File: config.mk
export PLATFORM = sky130hd
export DESIGN_NAME = qring_writer
export DESIGN_NICKNAME = d
export VERILOG_FILES = /design/src/rtl/qrw_pkg.sv /design/src/rtl/qrw_check.sv /design/src/rtl/qrw_slot_step.sv /design/src/rtl/qrw_empty.sv /design/src/rtl/qring_writer.sv
export SDC_FILE = /design/constraint.sdc
export NUM_CORES = 1
export LEC_CHECK = 0
export BUFFER_PORTS_ARGS = -buffer_cell sky130_fd_sc_hd__buf_2
export CAP_MARGIN = 20
export CORE_ASPECT_RATIO = 2
export CORE_UTILIZATION = 38
export CTS_CLUSTER_DIAMETER = 100
export DETAILED_ROUTE_END_ITERATION = 16
export PLACE_DENSITY = 0.64
export RECOVER_POWER = 100
export SLEW_MARGIN = 15
export SYNTH_ARGS = -nofsm -noshare
export SYNTH_HDL_FRONTEND = slang
export SYNTH_HIERARCHICAL = 1
export SYNTH_SLANG_ARGS = --single-unit
File: constraint.sdc
create_clock -name clk -period 6.8 [get_ports clk]
set_clock_uncertainty 0.1 [all_clocks]
set_input_delay 1.36 -clock clk [delete_from_list [all_inputs] [get_ports clk]]
set_output_delay 1.36 -clock clk [all_outputs]
set_load 0.02 [all_outputs]
File: src/rtl/qrw_pkg.sv
package qrw_pkg;
    typedef enum logic [1:0] {
        ST_IDLE = 2'd0,
        ST_RUN  = 2'd1,
        ST_FIN  = 2'd2
    } qrw_state_e;

    localparam logic [1:0] DRAIN_C0 = 2'd2;
    localparam logic [1:0] DRAIN_C1 = 2'd3;
endpackage

File: src/rtl/qrw_check.sv
module qrw_check #(
    parameter int AW = 32,
    parameter int CW = 16,
    parameter logic [AW-1:0] MEM_LIMIT = 32'h0200_0000
) (
    input  logic [AW-1:0] base,
    input  logic [AW-1:0] mask,
    input  logic [AW-1:0] addr,
    input  logic [CW-1:0] qwc,
    output logic          aerr,
    output logic          berr,
    output logic          ovs,
    output logic [AW-5:0] first_slot,
    output logic [AW-5:0] last_slot
);
    localparam int RW = AW - 3;
    localparam int EW = (CW > RW) ? CW : RW;

    logic [RW-1:0] ring_len;

    always_comb begin
        ring_len   = {1'b0, mask[AW-1:4]} + RW'(1);
        aerr       = (base[3:0] != 4'h0) || (addr[3:0] != 4'h0);
        berr       = (base >= MEM_LIMIT);
        ovs        = EW'(qwc) > EW'(ring_len);
        first_slot = addr[AW-1:4] & mask[AW-1:4];
        last_slot  = mask[AW-1:4];
    end
endmodule

File: src/rtl/qrw_slot_step.sv
module qrw_slot_step #(
    parameter int SW = 28
) (
    input  logic [SW-1:0] slot,
    input  logic [SW-1:0] last,
    output logic [SW-1:0] nxt
);
    always_comb begin
        if (slot == last) begin
            nxt = '0;
        end else begin
            nxt = slot + SW'(1);
        end
    end
endmodule

File: src/rtl/qrw_empty.sv
module qrw_empty
    import qrw_pkg::*;
(
    input  logic       clk,
    input  logic       rst_n,
    input  logic       evt,
    input  logic       clr,
    input  logic [1:0] sel,
    output logic       stat,
    output logic [1:0] fill_clr
);
    typedef struct packed {
        logic       stat;
        logic [1:0] fill;
    } emp_t;

    emp_t r_q, r_d;

    always_comb begin
        r_d      = r_q;
        r_d.fill = 2'b00;
        if (clr) begin
            r_d.stat = 1'b0;
        end
        if (evt) begin
            r_d.stat = 1'b1;
            if (sel == DRAIN_C0) begin
                r_d.fill = 2'b01;
            end else if (sel == DRAIN_C1) begin
                r_d.fill = 2'b10;
            end
        end
    end

    always_ff @(posedge clk or negedge rst_n) begin
        if (!rst_n) begin
            r_q <= '0;
        end else begin
            r_q <= r_d;
        end
    end

    assign stat     = r_q.stat;
    assign fill_clr = r_q.fill;
endmodule

File: src/rtl/qring_writer.sv
module qring_writer
    import qrw_pkg::*;
#(
    parameter int AW = 32,
    parameter int DW = 128,
    parameter int CW = 16,
    parameter logic [AW-1:0] MEM_LIMIT = 32'h0200_0000
) (
    input  logic          clk,
    input  logic          rst_n,
    input  logic [AW-1:0] cfg_base,
    input  logic [AW-1:0] cfg_mask,
    input  logic          start,
    input  logic [AW-1:0] start_addr,
    input  logic [CW-1:0] start_qwc,
    input  logic          in_valid,
    input  logic [DW-1:0] in_data,
    output logic          in_ready,
    output logic          busy,
    output logic          mem_we,
    output logic [AW-1:0] mem_addr,
    output logic [DW-1:0] mem_wdata,
    output logic          done,
    output logic          done_ok,
    output logic          oversize,
    output logic          base_err,
    output logic          align_err,
    input  logic          empty_evt,
    input  logic          irq_clr,
    input  logic [1:0]    drain_sel,
    output logic          irq_empty,
    output logic [1:0]    fill_clr
);
    localparam int SW = AW - 4;

    typedef struct packed {
        qrw_state_e    st;
        logic [AW-1:0] base;
        logic [SW-1:0] slot;
        logic [SW-1:0] last;
        logic [CW-1:0] left;
        logic          ovs;
        logic          berr;
        logic          aerr;
        logic          ok;
    } wr_t;

    wr_t r_q, r_d;

    logic          chk_aerr, chk_berr, chk_ovs;
    logic [SW-1:0] chk_first, chk_last, slot_nxt;
    logic          take_q;

    qrw_check #(.AW(AW), .CW(CW), .MEM_LIMIT(MEM_LIMIT)) u_check (
        .base       (cfg_base),
        .mask       (cfg_mask),
        .addr       (start_addr),
        .qwc        (start_qwc),
        .aerr       (chk_aerr),
        .berr       (chk_berr),
        .ovs        (chk_ovs),
        .first_slot (chk_first),
        .last_slot  (chk_last)
    );

    qrw_slot_step #(.SW(SW)) u_step (
        .slot (r_q.slot),
        .last (r_q.last),
        .nxt  (slot_nxt)
    );

    qrw_empty u_empty (
        .clk      (clk),
        .rst_n    (rst_n),
        .evt      (empty_evt),
        .clr      (irq_clr),
        .sel      (drain_sel),
        .stat     (irq_empty),
        .fill_clr (fill_clr)
    );

    assign in_ready = (r_q.st == ST_RUN);
    assign take_q   = in_ready && in_valid;

    always_comb begin
        r_d = r_q;
        unique case (r_q.st)
            ST_IDLE: begin
                if (start) begin
                    r_d.base = cfg_base;
                    r_d.slot = chk_first;
                    r_d.last = chk_last;
                    r_d.left = start_qwc;
                    r_d.ovs  = chk_ovs;
                    r_d.berr = chk_berr;
                    r_d.aerr = chk_aerr;
                    r_d.ok   = !(chk_berr || chk_aerr);
                    if (chk_berr || chk_aerr || (start_qwc == '0)) begin
                        r_d.st = ST_FIN;
                    end else begin
                        r_d.st = ST_RUN;
                    end
                end
            end
            ST_RUN: begin
                if (take_q) begin
                    r_d.slot = slot_nxt;
                    r_d.left = r_q.left - CW'(1);
                    if (r_q.left == CW'(1)) begin
                        r_d.st = ST_FIN;
                    end
                end
            end
            ST_FIN: begin
                r_d.st = ST_IDLE;
            end
            default: begin
                r_d.st = ST_IDLE;
            end
        endcase
    end

    always_ff @(posedge clk or negedge rst_n) begin
        if (!rst_n) begin
            r_q    <= '0;
            r_q.st <= ST_IDLE;
        end else begin
            r_q <= r_d;
        end
    end

    assign busy      = (r_q.st != ST_IDLE);
    assign mem_we    = take_q;
    assign mem_addr  = r_q.base + {r_q.slot, 4'h0};
    assign mem_wdata = in_data;
    assign done      = (r_q.st == ST_FIN);
    assign done_ok   = r_q.ok;
    assign oversize  = r_q.ovs;
    assign base_err  = r_q.berr;
    assign align_err = r_q.aerr;
endmodule

==> metrics <==
status finished, violations left; failing checks max-capacitance violations, max-slew violations; synthesized area 9920 um2; synth cell count leaders buf_4 (160), dfrtp_1 (113), a21oi_1 (93); Post-CTS Setup Inserts 0; DRT Wirelength 37,300 um; main combinational cell family by area after synthesis simple AND/OR/NAND/NOR gates; Yosys top cell by area dfrtp_1; dominant synthesized flop cell dfrtp_1; share of cells above drive strength 1 0.222; first-pass GRT wire length 54,100 um; RSZ-0062 raised after global routing false; WP buf/inv 1; Hold Path Class flop to flop; # DRC 0; GRT Total Usage 0.284; Post-Synthesis Cells 1,135; worst-path cell chain ha_1 > fa_1 > a21oi_1 > o21ai_0 > a211oi_1 > o22ai_1 > or4_1 > o221a_2 > xor2_1 > clkbuf_1; CP Launch Type flop; Max clock buf depth 2; critical path class flop to output port; Pwr Density 245 nW/um2; gr ovfl total 0; Layout area overhead 3.63%; via count 8,358; mux contribution to synthesized area 0.0757; wire per inst 25.6 um; clock-pin slew on the worst setup and hold paths 0.05 ns; max frequency 171 MHz; max-slew violation count 294; synthesized area per cell 8.74 um2; Compound-Gate Fraction of Synth Area 0.167; most frequent cell after synthesis buf_4; FF/Latch Area 2830 um2; Crit path largest cell delay 0.75 ns; Rel. slew slack -1.18; CP endpoint kind output port; pin count of the biggest net entering global routing 89; starting DRC count in detailed routing 531; CTS tree done; post-synthesis sequential area ratio 0.285; Worst Path Required 5.34 ns; die width 116 um; crit path time final 5.84 ns; core box area 25,700 um2; share of the synthesized area in the top cell type 0.285; top cells by area, synth dfrtp_1 (29%), buf_4 (12%), mux2_2 (7.3%), ha_1 (6.1%), xnor2_1 (4.9%); XOR/XNOR Fraction of Synth Area 0.0751; # H-tree levels 4; DPL Wire Length 29,800 um; io pins 419; initial core utilization 0.387; Netlist cell types 73; Crit-path slowest cell a211oi_1; Final period util 0.858; DR pass1 iterations 5; simple logic cell fraction of the synthesized area 0.180; vias in the first global route 8,447; Rows 83; final hold violation count 0; CP Data Arrival Time 4.38 ns; Yosys reg bits 113; leakage 4.45 nW; Max VDD drop 0.000169 V; Layout Nets 1,404; # diodes 0; CP Max Fanout 9; RePlAce Congestion 0.973; via/cell ratio 5.73; Total Power 0.00252 W; clock sink count 113; post-route setup TNS 0 ns; Fillers 2,656; Die Area 26,800 um2; initial antenna violation count 0; number of flops mapped to enable cells by yosys 0; Post-DRT Antenna Nets 0; Setup violations, final 0; ys async rst share 1.00; area share of fa/ha/maj cells after synthesis 0.0626; post-cts resize count 0; YS warnings 6; IO buf count 158; Multi-input gate area 5520 um2; DIE HEIGHT 230 um; CTS Buf Count 17; Worst-Margin Slew 3.27 ns; CP delay by family, top compound AO/OA/AOI/OAI gates; worst skew pair latency 0.44 ns; CTS hold repair buffers 0; root buf cell clkbuf_16; max cap viols 6; syn nets 1,432
## per-layer routing
layer / vias up / share of wire / routed length, um / track usage
met5: - / 0 / 0 / 0
met2: 295 / 0.50 / 18500 / 0.478
met4: 0 / 0.094 / 3520 / 0.243
met3: 228 / 0.12 / 4440 / 0.133
met1: 3977 / 0.29 / 10800 / 0.245
li1: 3858 / - / - / -
## cell usage in the layout, fill, tap and decap left out, drive strengths merged, types with 3 or more instances in the layout
cell / n
buf: 122
dfrtp: 113
a21oi: 98
nand2: 75
o21ai: 68
mux2: 64
clkbuf: 64
xnor2: 55
ha: 48
and3: 40
nor2: 37
nand4: 34
and2: 34
xor2: 30
nand3: 29
inv: 26
a22oi: 20
nor4: 19
o31ai: 13
a21o: 12
nor3: 11
or4: 11
and4: 10
or3: 10
a31oi: 9
o21bai: 7
a211oi: 7
clkinv: 5
bufinv: 4
nor2b: 3
o211ai: 3
o2bb2ai: 3
nand2b: 3
mux2i: 3
a311oi: 3
## cell families (layout without fill, tap and decap cells)
family	Yosys count	count (layout)
buffers and inverters	239	223
AND/OR/NAND/NOR	320	320
flip-flops	113	113
multiplexers	67	67
adder cells (fa/ha/maj)	49	49
XOR/XNOR	85	85
AO/OA/AOI/OAI	262	262
## area by class of cell
type                       instances  area share
clock buffer                      20      0.0454
timing repair buffer             166      0.0763
clock inverter                    11      0.0156
inverter                          26     0.00949
tap                              340      0.0414
multi-input combinational        783       0.537
sequential                       113       0.275
## stage by stage
stage / instance area (um2) / worst slack (ns) / instances / util / hold slack, ns
6_report: 10300 / 0.963 / 1459 / 0.401 / 0.381
2_1_floorplan: 9920 / 2.71 / 1135 / - / 0.372
3_3_place_gp: 9780 / 2.23 / 1427 / 0.381 / 0.365
5_1_grt: 10300 / 0.916 / 1459 / 0.401 / 0.410
3_5_place_dp: 9780 / 2.19 / 1427 / 0.381 / 0.368
4_1_cts: 10400 / 1.71 / 1458 / 0.406 / 0.380
## registers in the layout, summed over array words and instances, names as in the netlist
name              cells
oversize              1
base_err              1
r_q                 106
done_ok               1
u_empty/stat          1
u_empty/fill_clr      2
align_err             1
## worst paths after layout
path | startpoint | endpoint | slack (ns) | depth (start not counted)
min in group asynchronous | rst_n | r_q[6]$_DFFE_PN0P_ | 1.38 | 1
setup reg to reg | r_q[108]$_DFFE_PN0P_ | r_q[16]$_DFFE_PN0P_ | 2.28 | 6
hold reg to reg | u_empty/stat$_DFFE_PN0P_ | u_empty/stat$_DFFE_PN0P_ | 0.38 | 1
max in group asynchronous | rst_n | r_q[86]$_DFFE_PN0P_ | 2.16 | 2
setup / recovery | r_q[48]$_DFFE_PN0P_ | mem_addr[30] | 0.96 | 10
hold / removal | u_empty/stat$_DFFE_PN0P_ | u_empty/stat$_DFFE_PN0P_ | 0.38 | 1
## power breakdown
group          total (W)  internal (W)  switching (W)
combinational   0.000724      0.000276       0.000448
sequential      0.000835      0.000751      0.0000839
clock           0.000964      0.000635       0.000329
No activity file was read; power rests on OpenSTA's default activity.
